### config.mk
export PLATFORM = sky130hd
export DESIGN_NAME = uart_rx_vote
export DESIGN_NICKNAME = d
export VERILOG_FILES = /design/src/rtl/uart_rx_pkg.sv /design/src/rtl/rx_sync.sv /design/src/rtl/rx_vote.sv /design/src/rtl/rx_ctrl.sv /design/src/rtl/rx_hold.sv /design/src/rtl/uart_rx_vote.sv
export SDC_FILE = /design/constraint.sdc
export NUM_CORES = 1
export LEC_CHECK = 0
export ABC_CLOCK_PERIOD_IN_PS = 1500
export BUFFER_PORTS_ARGS = -buffer_cell sky130_fd_sc_hd__buf_4
export CORE_MARGIN = 2
export CORE_UTILIZATION = 50
export CTS_CLUSTER_SIZE = 10
export DETAILED_ROUTE_END_ITERATION = 10
export PLACE_DENSITY = 0.75
export RECOVER_POWER = 50
export SYNTH_ARGS = -nofsm -noshare
export SYNTH_HDL_FRONTEND = slang
export SYNTH_SLANG_ARGS = --single-unit
### constraint.sdc
create_clock -name clk -period 1.5 [get_ports clk]
set_clock_uncertainty 0.1 [all_clocks]
set_input_delay 0.15 -clock clk [delete_from_list [all_inputs] [get_ports clk]]
set_output_delay 0.15 -clock clk [all_outputs]
set_load 0.05 [all_outputs]
### src/rtl/uart_rx_pkg.sv
package uart_rx_pkg;
  typedef enum logic [1:0] {
    RX_IDLE  = 2'd0,
    RX_START = 2'd1,
    RX_DATA  = 2'd2,
    RX_STOP  = 2'd3
  } rx_state_e;
endpackage

### src/rtl/rx_sync.sv
module rx_sync #(
  parameter int   STAGES  = 2,
  parameter logic RST_VAL = 1'b1
) (
  input  logic clk,
  input  logic rst_n,
  input  logic din,
  output logic dout
);
  logic [STAGES-1:0] stg_q;
  logic [STAGES-1:0] stg_d;

  always_comb begin
    stg_d = {stg_q[STAGES-2:0], din};
  end

  always_ff @(posedge clk or negedge rst_n) begin
    if (!rst_n) stg_q <= {STAGES{RST_VAL}};
    else        stg_q <= stg_d;
  end

  assign dout = stg_q[STAGES-1];
endmodule

### src/rtl/rx_vote.sv
module rx_vote (
  input  logic clk,
  input  logic rst_n,
  input  logic cap_a,
  input  logic cap_b,
  input  logic line,
  output logic maj
);
  logic sa_q, sb_q, sa_d, sb_d;

  always_comb begin
    sa_d = cap_a ? line : sa_q;
    sb_d = cap_b ? line : sb_q;
  end

  always_ff @(posedge clk or negedge rst_n) begin
    if (!rst_n) begin
      sa_q <= 1'b1;
      sb_q <= 1'b1;
    end else begin
      sa_q <= sa_d;
      sb_q <= sb_d;
    end
  end

  // the third sample is the live line value on the deciding tick
  assign maj = (sa_q & sb_q) | (sa_q & line) | (sb_q & line);
endmodule

### src/rtl/rx_ctrl.sv
module rx_ctrl
  import uart_rx_pkg::*;
#(
  parameter int OVS    = 16,
  parameter int SMP_A  = 8,
  parameter int DATA_W = 8
) (
  input  logic              clk,
  input  logic              rst_n,
  input  logic              tick,
  input  logic              en,
  input  logic              mode9,
  input  logic              line,
  input  logic              maj,
  output logic              cap_a,
  output logic              cap_b,
  output logic              char_done,
  output logic              stop_bit,
  output logic [DATA_W-1:0] char_data,
  output logic              char_b8,
  output rx_state_e         state
);
  localparam int CNT_W = $clog2(OVS) + 1;
  localparam int BIT_W = $clog2(DATA_W + 2);
  localparam int SH_W  = DATA_W + 1;
  localparam logic [CNT_W-1:0] IDX_ONE  = CNT_W'(1);
  localparam logic [CNT_W-1:0] IDX_LAST = CNT_W'(OVS);
  localparam logic [CNT_W-1:0] IDX_A    = CNT_W'(SMP_A);
  localparam logic [CNT_W-1:0] IDX_B    = CNT_W'(SMP_A + 1);
  localparam logic [CNT_W-1:0] IDX_C    = CNT_W'(SMP_A + 2);
  localparam logic [BIT_W-1:0] BITS_N   = BIT_W'(DATA_W);
  localparam logic [BIT_W-1:0] BITS_W9  = BIT_W'(DATA_W + 1);

  rx_state_e        st_q, st_d;
  logic [CNT_W-1:0] idx_q, idx_d, idx_nx;
  logic [BIT_W-1:0] bit_q, bit_d, nbits;
  logic [SH_W-1:0]  sh_q, sh_d;
  logic             m9_q, m9_d;
  logic             busy, step;

  always_comb begin
    busy   = (st_q != RX_IDLE);
    step   = tick & en & busy;
    idx_nx = (idx_q == IDX_LAST) ? IDX_ONE : idx_q + IDX_ONE;
    nbits  = m9_q ? BITS_W9 : BITS_N;
    cap_a  = step & (idx_nx == IDX_A);
    cap_b  = step & (idx_nx == IDX_B);
  end

  always_comb begin
    st_d      = st_q;
    idx_d     = idx_q;
    bit_d     = bit_q;
    sh_d      = sh_q;
    m9_d      = m9_q;
    char_done = 1'b0;
    stop_bit  = 1'b1;
    if (!en) begin
      st_d = RX_IDLE;
    end else if (tick) begin
      unique case (st_q)
        RX_IDLE: begin
          if (!line) begin
            st_d  = RX_START;
            idx_d = IDX_ONE;
            m9_d  = mode9;
          end
        end
        RX_START: begin
          idx_d = idx_nx;
          if (idx_nx == IDX_C) begin
            if (maj) begin
              st_d = RX_IDLE;
            end else begin
              st_d  = RX_DATA;
              bit_d = '0;
            end
          end
        end
        RX_DATA: begin
          idx_d = idx_nx;
          if (idx_nx == IDX_C) begin
            sh_d  = {maj, sh_q[SH_W-1:1]};
            bit_d = bit_q + BIT_W'(1);
            if (bit_q + BIT_W'(1) == nbits) st_d = RX_STOP;
          end
        end
        RX_STOP: begin
          idx_d = idx_nx;
          if (idx_nx == IDX_C) begin
            char_done = 1'b1;
            stop_bit  = maj;
            st_d      = RX_IDLE;
          end
        end
        default: st_d = RX_IDLE;
      endcase
    end
  end

  always_ff @(posedge clk or negedge rst_n) begin
    if (!rst_n) begin
      st_q  <= RX_IDLE;
      idx_q <= '0;
      bit_q <= '0;
      sh_q  <= '0;
      m9_q  <= 1'b0;
    end else begin
      st_q  <= st_d;
      idx_q <= idx_d;
      bit_q <= bit_d;
      sh_q  <= sh_d;
      m9_q  <= m9_d;
    end
  end

  always_comb begin
    if (m9_q) begin
      char_data = sh_q[DATA_W-1:0];
      char_b8   = sh_q[SH_W-1];
    end else begin
      char_data = sh_q[SH_W-1:1];
      char_b8   = 1'b0;
    end
  end

  assign state = st_q;
endmodule

### src/rtl/rx_hold.sv
module rx_hold #(
  parameter int DATA_W = 8
) (
  input  logic              clk,
  input  logic              rst_n,
  input  logic              char_done,
  input  logic              stop_bit,
  input  logic [DATA_W-1:0] char_data,
  input  logic              char_b8,
  input  logic              rd,
  output logic [DATA_W-1:0] data,
  output logic              b8,
  output logic              full,
  output logic              ferr,
  output logic              ovr
);
  logic [DATA_W-1:0] data_q, data_d;
  logic              b8_q, b8_d, full_q, full_d, ferr_q, ferr_d, ovr_q, ovr_d;

  always_comb begin
    data_d = data_q;
    b8_d   = b8_q;
    full_d = full_q;
    ferr_d = ferr_q;
    ovr_d  = ovr_q;
    if (char_done && (!full_q || rd)) begin
      data_d = char_data;
      b8_d   = char_b8;
      ferr_d = ~stop_bit;
      ovr_d  = 1'b0;
      full_d = 1'b1;
    end else if (char_done) begin
      ovr_d = 1'b1;
    end else if (rd) begin
      full_d = 1'b0;
    end
  end

  always_ff @(posedge clk or negedge rst_n) begin
    if (!rst_n) begin
      data_q <= '0;
      b8_q   <= 1'b0;
      full_q <= 1'b0;
      ferr_q <= 1'b0;
      ovr_q  <= 1'b0;
    end else begin
      data_q <= data_d;
      b8_q   <= b8_d;
      full_q <= full_d;
      ferr_q <= ferr_d;
      ovr_q  <= ovr_d;
    end
  end

  assign data = data_q;
  assign b8   = b8_q;
  assign full = full_q;
  assign ferr = ferr_q;
  assign ovr  = ovr_q;
endmodule

### src/rtl/uart_rx_vote.sv
module uart_rx_vote
  import uart_rx_pkg::*;
#(
  parameter int OVS    = 16,
  parameter int SMP_A  = 8,
  parameter int DATA_W = 8
) (
  input  logic              clk,
  input  logic              rst_n,
  input  logic              baud_tick,
  input  logic              rx_en,
  input  logic              mode9,
  input  logic              rd_strobe,
  input  logic              rxd,
  output logic [DATA_W-1:0] rx_data,
  output logic              rx_bit8,
  output logic              rx_done,
  output logic              frame_err,
  output logic              overrun
);
  logic [1:0]        rst_sq;
  logic              rst_int_n;
  logic              line_s, maj, cap_a, cap_b, char_done, stop_bit, char_b8;
  logic [DATA_W-1:0] char_data;
  rx_state_e         st;

  always_ff @(posedge clk or negedge rst_n) begin
    if (!rst_n) rst_sq <= 2'b00;
    else        rst_sq <= {rst_sq[0], 1'b1};
  end
  assign rst_int_n = rst_sq[1];

  rx_sync #(.STAGES(2), .RST_VAL(1'b1)) u_sync (
    .clk(clk), .rst_n(rst_int_n), .din(rxd), .dout(line_s)
  );

  rx_vote u_vote (
    .clk(clk), .rst_n(rst_int_n), .cap_a(cap_a), .cap_b(cap_b),
    .line(line_s), .maj(maj)
  );

  rx_ctrl #(.OVS(OVS), .SMP_A(SMP_A), .DATA_W(DATA_W)) u_ctrl (
    .clk(clk), .rst_n(rst_int_n), .tick(baud_tick), .en(rx_en),
    .mode9(mode9), .line(line_s), .maj(maj), .cap_a(cap_a), .cap_b(cap_b),
    .char_done(char_done), .stop_bit(stop_bit), .char_data(char_data),
    .char_b8(char_b8), .state(st)
  );

  rx_hold #(.DATA_W(DATA_W)) u_hold (
    .clk(clk), .rst_n(rst_int_n), .char_done(char_done), .stop_bit(stop_bit),
    .char_data(char_data), .char_b8(char_b8), .rd(rd_strobe),
    .data(rx_data), .b8(rx_bit8), .full(rx_done), .ferr(frame_err),
    .ovr(overrun)
  );
endmodule

# After elaboration in Yosys (flattened, before gate mapping)
# Cells that the tools add are included.
# word_totals
register_bits	39
in_bits	7
out_inout_bits	12
word_cells	93
# classes
add_sub_neg	2
eq_ne	19
mux	32
bitwise	11
reduce_logical	15
# ops
op	count
$mux W2	8
$eq A5 B4 Y1 const B	3
$mux W1	15
$mux W4	3
$ne A3 B2 Y1 const B	4
$reduce_and A6 Y1	2
$mux W5	2
$pmux W5 S2	1
$mux W8	1
$ne A2 B2 Y1 const B	4
$pmux W2 S4	1
$pmux W4 S2	1
$reduce_and A4 Y1	2
$reduce_bool A2 Y1	4
$and A1 B1 Y1	7
$add A5 B1 Y5 const B	1
$eq A5 B5 Y1 const B	1
$add A4 B1 Y4 const B	1
$eq A2 B2 Y1 const B	2
$eq A4 B4 Y1	1
$ne A2 B1 Y1 const B	2
$ne A3 B3 Y1 const B	1
$reduce_and A3 Y1	1
$reduce_or A3 Y1	1
other kinds (8)	10

# Depth between registers and ports, before layout
# Gate-level depths: netlist of the first run.
# logic_depth
ltp_word	10
depth_mapped	9
mapped_depth_nobuf	7

# Modules after synthesis
# From an unflattened synthesis of the first run, not the netlist that was laid out.
# unflattened
cells_unflattened	199
area_unflattened_um2	2026.9
# modules_own_cells
module	n_inst	cells_each	area_per_inst_um2	seq_area_each_um2
rx_ctrl	1	161	1373.8	525.5
rx_hold	1	28	460.4	300.3
rx_vote	1	5	86.3	52.6
uart_rx_vote	1	3	53.8	50.0
rx_sync	1	2	52.6	52.6

# Least setup slack after synthesis of the first run
# OpenSTA, ideal clock, no wires.
# synth_path
path_kind	register to register
from	register u_ctrl.idx_q[0]
to	register u_ctrl.sh_q[0]
setup_time_ns	0.125
arrival_time_ns	1.852
t_required_ns	1.275
path_slack_ns	-0.578
path_stages_with_launch	9
path_buffers	2
period_less_slack_ns	2.078
path_cell_list	dfrtp_1 ha_1 nand2_2 nor2_1 o311a_1 buf_6 and3b_4 buf_6 mux2_4
# synth_between
elab_chain_len	4
elab_cells_between_ends	5
classes_between	add/sub (1); eq/ne (2); mux (1); reduce/logical (1)
# synth_lines
element	line	text
start: declaration	rx_ctrl.sv:35	logic [CNT_W-1:0] idx_q, idx_d, idx_nx;
start signal: assignment	rx_ctrl.sv:110	idx_q <= idx_d;
$add A5 B1 Y5 / $eq A5 B5 Y1 (equally long branches)	rx_ctrl.sv:44	idx_nx = (idx_q == IDX_LAST) ? IDX_ONE : idx_q + IDX_ONE;
$mux W5 *	rx_ctrl.sv:44	
$eq A5 B4 Y1 *	rx_ctrl.sv:82	if (idx_nx == IDX_C) begin
$reduce_and A4 Y1 (no line) *	n/a	
end signal: assignment	rx_ctrl.sv:106	sh_q <= '0;
end signal: assignment	rx_ctrl.sv:112	sh_q <= sh_d;
end: declaration	rx_ctrl.sv:37	logic [SH_W-1:0] sh_q, sh_d;
# Mark *: on every way between the ends. The rest lies on a longest branch, timed or not.
# A chain may end at the register's enable or synchronous reset.

# Worst setup path in the final report of the first run
# layout_path
from	register u_ctrl.idx_q[1]
to	register u_ctrl.sh_q[2]
# The elaborated chain is that of the path after synthesis.

==> results.md, run 1 <==
- Top cells by area, synth: dfrtp_1 (44%), mux2_2 (13%), dfstp_2 (5.3%)
- Clk buf depth: 2
- Routed WL: 3940 um
- Ports: 19
- Clock transition at path regs: 0.07 ns
- PwrDens: just under 1000 nW/um2
- Worst setup EP type: flop
- Netlist Area Pre-Place: ~2000 um2
- Yosys cell types: 39
- Status: finished with violations
- Tmin final: 1.97 ns
- Syn_area_per_cell: approximately 12 um2
- Failing checks: negative setup slack
- Vias in the first global route: between 1000 and 1500
- Global-route usage over all layers: 21.3%
- Clock sinks: 39
- WL/cell: 14.8 um
- Leading cell type by number of instances after synthesis: dfrtp_1
- Nets: 229
- Final setup viols: 30
- Effective utilization at floorplan: 53.1%
- Max Cap Viol: 0
- H-Tree Depth: 2
- Leak: 0.00128 uW
- CP delay by family, top: compound AO/OA/AOI/OAI gates
- Hold Crit Start: rx_en
- Die area: 4470 um2
- Kind of critical path: reg2reg
- Worst path buffer plus inverter count: 1
- Hold Violations, Final: 0
- Worst vdd ir: 0.842 mV
- DR vias: 1429
- Yosys reg bits: 39
- Hold path depth: 3
- Post-synthesis sequential area ratio: between 40% and 50%
- CORE AREA: 3720 um2
- Initial antenna violation count: 0
- Hold Path Class: in2reg
- R2R setup slack: -0.47 ns
- Worst skew pair latency: slightly below 0.3 ns
- Fmax: 0.507 GHz
- Critical-path cell list: inv_2, ha_4, nand2b_4, o211ai_1, o311a_4, and3b_4, mux2_4
- Reg2reg path depth: 7
- Met1 Routed Length: about 1900 um
- Required time worst endpoint: 1.57 ns
- DRT iter0 DRCs: 73
- Largest net degree at the start of global routing: 28
- Fin crit share: 132%
- YS warnings: 0
- Synth async-reset ratio: between 90% and 100%
- Grt total ovfl: 0
- Area Overhead vs Synth: 31.1%
- FF-to-FF End: u_ctrl.sh_q[2]
- Fill count: 256
- # diodes: 0
- Via density: 5.37
- Hold Crit Endpoint: u_ctrl.state[1]
- RSZ-0062 raised after global routing: yes
- Met3 WL: 147 um
- Die width: between 60 and 70 um
- Area leader, netlist: dfrtp_1
- Final instance area: 2590 um2
- CP max FO: 5
- CTS root buf: clkbuf_8
- Worst setup margin: -0.473 ns
- Dpl hpwl: 2840 um
- Number of buffers added on ports: 18
- Ys flop type: dfrtp_1
- Worst path max stage delay: 0.42 ns
- Critical-path top delay cell: dfrtp_1
- GP Congestion: 0.873
- TritonCTS buffer count: 5
- Arrival @ worst endpoint: 2.05 ns
- Routed Antenna Nets: 0
- DP Area: 2360 um2
- Pins Over Slew Limit: 0
- Share of cells above drive strength 1: 49.1%
- Top cell type's share of synthesized area: 44.4%
- DRC Markers: 0
- Setup crit start kind: flop
- Highest Signal Layer: met4
- Worst Tran Pin Value: approximately 0.68 ns
- Mapped Cells: 163
- Post-synth EDFFs: 0
- Row count: 22
- Final core utilization: 69.7%
- Met2 routed WL: 1770 um
- Most frequent cells after synthesis: dfrtp_1 (35), mux2_2 (23), nand2_1 (11)
- R2r startpoint: u_ctrl.idx_q[1]
- Die Y: 66.8 um
- Slew HR: roughly 54%
- Initial DRT Pass Iterations: 4
- Clock tree from TritonCTS: yes
- Syn nets: 175
- First-pass GRT wire length: roughly 7000 um
-- per-stage QoR --
step	hold slack [ns]	TNS, ns	power, uW	instances	setup slack (ns)
floorplan	-0.246	-11.33	1520	163	-0.526
global placement	-0.168	-12.02	1740	251	-0.504
detailed placement	-0.163	-13.89	1760	251	-0.584
CTS	0.0418	-12.19	2520	266	-0.483
global route	0.0489	-15.00	2670	266	-0.577
finish	0.0429	-11.90	2520	266	-0.473
-- routing by layer --
layer | global-route usage [%] | vias to the layer above
li1 | - | 690
met5 | 0 | -
met4 | 8.16 | 0
met3 | 5.91 | 8
met2 | 31.9 | 28
met1 | 29.4 | 703
-- placed cells by master (no fill, tap or decap), types with 4 or more instances in the layout --
master	Yosys	final
a22o_1	4	4
dfrtp_1	35	33
dfstp_2	4	4
buf_4	0	43
mux2_2	23	21
clkbuf_1	3	4
mux2i_1	4	4
o21ai_0	7	5
nor2_1	7	7
nand2_1	11	11
clkbuf_8	0	5
mux2_4	6	8
-- worst max path at each step --
stage,startpoint,cells past startpoint,slack (ns),end
detailed placement,u_ctrl.idx_q[1],7,-0.58,u_ctrl.sh_q[3]
floorplan,u_ctrl.idx_q[0],8,-0.53,u_ctrl.sh_q[0]
global route,u_ctrl.idx_q[1],7,-0.58,u_ctrl.sh_q[6]
finish,u_ctrl.idx_q[1],7,-0.47,u_ctrl.sh_q[2]
CTS,u_ctrl.idx_q[0],6,-0.48,u_ctrl.bit_q[0]
global placement,u_ctrl.idx_q[1],7,-0.50,u_ctrl.sh_q[4]
-- logic make-up (layout without fill, tap and decap cells) --
group	count (synthesis)	count (layout)	synth area share [%]
AO/OA/AOI/OAI	22	22	7.41
XOR/XNOR	4	4	1.77
adder cells (fa/ha/maj)	5	5	3.17
buffers and inverters	12	66	3.80
flip-flops	39	39	49.7
multiplexers	33	33	19.7
other	1	1	0.190
AND/OR/NAND/NOR	47	48	14.3
-- area by class of cell --
class | count | area (um2) | share of cell area, %
inverters | 5 | 18.8 | 0.725
flip-flops and latches | 39 | 983 | 38.0
clock inverters | 1 | 5.00 | 0.193
clock buffers | 7 | 76.3 | 2.95
well taps | 48 | 60.1 | 2.32
repair buffers | 53 | 415 | 16.0
multi-input cells | 113 | 1030 | 39.8
-- flip-flops by register name, indices dropped and copies added (netlist names) --
| signal | cells |
|---|---|
| u_ctrl.sh_q | 9 |
| u_vote.sb_q | 1 |
| u_hold.ferr | 1 |
| u_hold.full | 1 |
| u_vote.sa_q | 1 |
| u_hold.data | 8 |
| u_ctrl.bit_q | 4 |
| rst_sq | 2 |
| u_ctrl.state | 2 |
| u_ctrl.idx_q | 5 |
| u_sync.stg_q | 2 |
| u_ctrl.m9_q | 1 |
| u_hold.ovr | 1 |
| u_hold.b8 | 1 |
-- what timing repair did --
| action | CTS | global route |
|---|---|---|
| setup endpoints to repair | 31 | 35 |
| pin swaps | 5 | 9 |
| endpoints found under the hold margin | 4 | 0 |
| gates cloned | 1 | 0 |
| hold buffers | 3 | 0 |
| setup buffers | 4 | 2 |
| resized for setup | 12 | 9 |
-- power breakdown --
part           total (uW)  switching [uW]  leakage (uW)  internal (uW)
Combinational         661             302      0.000728            359
Clock                 674             348     0.0000422            326
Sequential           1190            79.0      0.000506           1110
Total                2520             729       0.00128           1790
-- worst register-to-register path: cells and delay by family, from the launching register on --
kind / cells / cell delay, ns
adder cells (fa/ha/maj): 1 / 0.15
flip-flops: 1 / 0.42
AND/OR/NAND/NOR: 2 / 0.33
buffers and inverters: 1 / 0.10
AO/OA/AOI/OAI: 2 / 0.46
multiplexers: 1 / 0.31
Power figures use the tool's default switching activity.
==> run 2: changes to the inputs <==
--- a/config.mk
+++ b/config.mk
@@ -8,10 +8,10 @@
 export ABC_CLOCK_PERIOD_IN_PS = 1500
 export BUFFER_PORTS_ARGS = -buffer_cell sky130_fd_sc_hd__buf_4
 export CORE_MARGIN = 2
-export CORE_UTILIZATION = 50
+export CORE_UTILIZATION = 58
 export CTS_CLUSTER_SIZE = 10
 export DETAILED_ROUTE_END_ITERATION = 10
-export PLACE_DENSITY = 0.75
+export PLACE_DENSITY = 0.84
 export RECOVER_POWER = 50
 export SYNTH_ARGS = -nofsm -noshare
 export SYNTH_HDL_FRONTEND = slang
==> run 2 against run 1 <==
- the flow still finishes with violations (negative setup slack)
- count of clock-buffer cells in the layout fell by 2
- sequential share of layout area decreased by 1.2 points
- final cell count did not move
- clock power increased by 8.2%
- critical path depth stayed put
- wire length grew 32%
- critical endpoint is now u_ctrl.sh_q[5]
- largest power group unchanged
==> results.md, run 2 (synthesized netlist as in run 1, its figures left out) <==
- Worst setup EP type: flop
- Worst Tran Pin Value: 0.789 ns
- CP max FO: 5
- Final setup viols: 31
- Fill count: 201
- Int Power: 1870 uW
- Required time worst endpoint: 1.67 ns
- Comb pwr share: 29.3%
- DP Area: 2350 um2
- Global-route usage over all layers: approximately a quarter
- First-pass GRT wire length: 7760 um
- Status: finished with violations
- Max reg flops: 9
- Clock sinks: 39
- Failing checks: negative setup slack
- FF-to-FF End: u_ctrl.sh_q[5]
- DR vias: 1593
- Clk buf depth: 2
- Die area: 3890 um2
- Die width: 62.3 um
- DRT iter0 DRCs: 103
- Leak: 0.00131 uW
- TritonCTS buffer count: 5
- Footprint of the multi-input gates: around 1100 um2
- Met2 routed WL: approximately 2700 um
- Largest net degree at the start of global routing: 32
- Routed WL: slightly above 5000 um
- Via density: 5.99
- Effective utilization at floorplan: 59.6%
- Clock tree from TritonCTS: yes
- # diodes: 0
- Fin crit share: 141%
- Most common cell after layout, fill and taps aside: buf_4
- Clk network pwr share: 26.8%
- Number of buffers added on ports: 18
- WL/cell: 19.5 um
- R2R setup slack: -0.61 ns
- Highest Signal Layer: met4
- Fmax: 0.474 GHz
- Psw: 854 uW
- Switching share of total power: 31.4%
- Ports: 19
- Worst setup margin: -0.610 ns
- H-Tree Depth: 2
- DRC Markers: 0
- Nets: 231
- Initial antenna violation count: 0
- Area Overhead vs Synth: 35.3%
- Max Cap Viol: 0
- Kind of critical path: reg2reg
- Worst skew pair latency: 0.37 ns
- CTS root buf: clkbuf_4
- Biggest register: u_ctrl.sh_q
- CORE AREA: 3310 um2
- Sequential fraction of design power: 43.9%
- Initial DRT Pass Iterations: 5
- Final instance area: 2670 um2
- Grt total ovfl: 0
- Share of cells above drive strength 1: 51.8%
- Dpl hpwl: approximately 2700 um
- Vias in the first global route: 1672
- RSZ-0062 raised after global routing: yes
- Tot Pwr: 2720 uW
- R2r startpoint: u_ctrl.idx_q[1]
- Met1 Routed Length: 2110 um
- Slew HR: 47.4%
- PwrDens: 1020 nW/um2
- Met3 WL: 272 um
- GP Congestion: 0.917
- Row count: 21
- Hold Violations, Final: 0
- Pins Over Slew Limit: 0
- Worst vdd ir: approximately 0.95 mV
- Most frequent cells in the layout: buf_4 (40), dfrtp_1 (33), mux2_2 (19)
- Reg2reg path depth: 7
- Tmin final: 2.11 ns
- Die Y: 62.3 um
- Hold Path Class: reg2async
- Register area: 983 um2
- Arrival @ worst endpoint: 2.28 ns
- Clock transition at path regs: 0.13 ns
- Setup crit start kind: flop
- Routed Antenna Nets: 0
[run 2: cell types whose count changed in the layout (fill, tap and decap cells not counted), sizes merged]
cell         before  now
bufinv            0    1
dlygate4sd3       3    6
buf              46   47
clkbuf           11    7
clkinv            1    2
[run 2: how the worst max path moves through the flow]
| stage | slack (ns) | to | from | cells after the start |
|---|---|---|---|---|
| 3_3_place_gp | -0.49 | u_ctrl.sh_q[4] | u_ctrl.idx_q[1] | 7 |
| 4_1_cts | -0.56 | u_ctrl.sh_q[5] | u_ctrl.idx_q[1] | 7 |
| 3_5_place_dp | -0.56 | u_ctrl.sh_q[4] | u_ctrl.idx_q[1] | 7 |
| 5_1_grt | -0.63 | u_ctrl.sh_q[5] | u_ctrl.idx_q[1] | 7 |
| 6_report | -0.61 | u_ctrl.sh_q[5] | u_ctrl.idx_q[1] | 7 |
| 2_1_floorplan | -0.53 | u_ctrl.sh_q[0] | u_ctrl.idx_q[0] | 8 |
[run 2: power groups by stage]
stage	clock, uW	combinational (uW)	sequential [uW]
3_3_place_gp	0	520	1190
3_5_place_dp	0	548	1190
4_1_cts	725	626	1180
6_report	729	798	1200
5_1_grt	783	836	1210
2_1_floorplan	0	341	1180
[run 2: cell type report]
class	count	share of cell area [%]
Sequential cell	39	36.8
Timing Repair Buffer	55	17.6
Clock buffer	5	1.41
Tap cell	46	2.15
Multi-Input combinational cell	113	39.7
Clock inverter	3	1.64
Inverter	5	0.703
[run 2: critical path, stage by stage, from the launching register on]
cell and delay (ns):
dfrtp_2 0.47, inv_2 0.09, ha_4 0.14, nand2b_4 0.05, o211ai_1 0.22, o311a_4 0.29
and3b_2 0.31, mux2_4 0.32
[run 2: per-stage QoR]
stage	setup TNS, ns	util [%]	setup WS (ns)	hold slack [ns]	instances
6_report	-15.44	80.7	-0.610	0.00408	266
5_1_grt	-16.56	80.7	-0.630	-0.00410	266
4_1_cts	-14.37	77.6	-0.555	0.00152	264
3_5_place_dp	-12.46	70.9	-0.555	-0.167	246
3_3_place_gp	-11.05	70.9	-0.492	-0.168	246
2_1_floorplan	-11.33	-	-0.526	-0.246	163
[run 2: per-layer routing]
layer / vias up / track usage [%]
li1: 697 / -
met1: 827 / 30.6
met2: 60 / 44.7
met3: 9 / 6.70
met4: 0 / 12.8
met5: - / 0
[run 2: repair_timing]
action / 4_1_cts / 5_1_grt
cloned: 1 / 0
buffers inserted: 3 / 2
setup endpoints to repair: 31 / 32
pin swaps: 10 / 8
hold buffers: 6 / 0
resized for setup: 12 / 21
endpoints found under the hold margin: 6 / 0
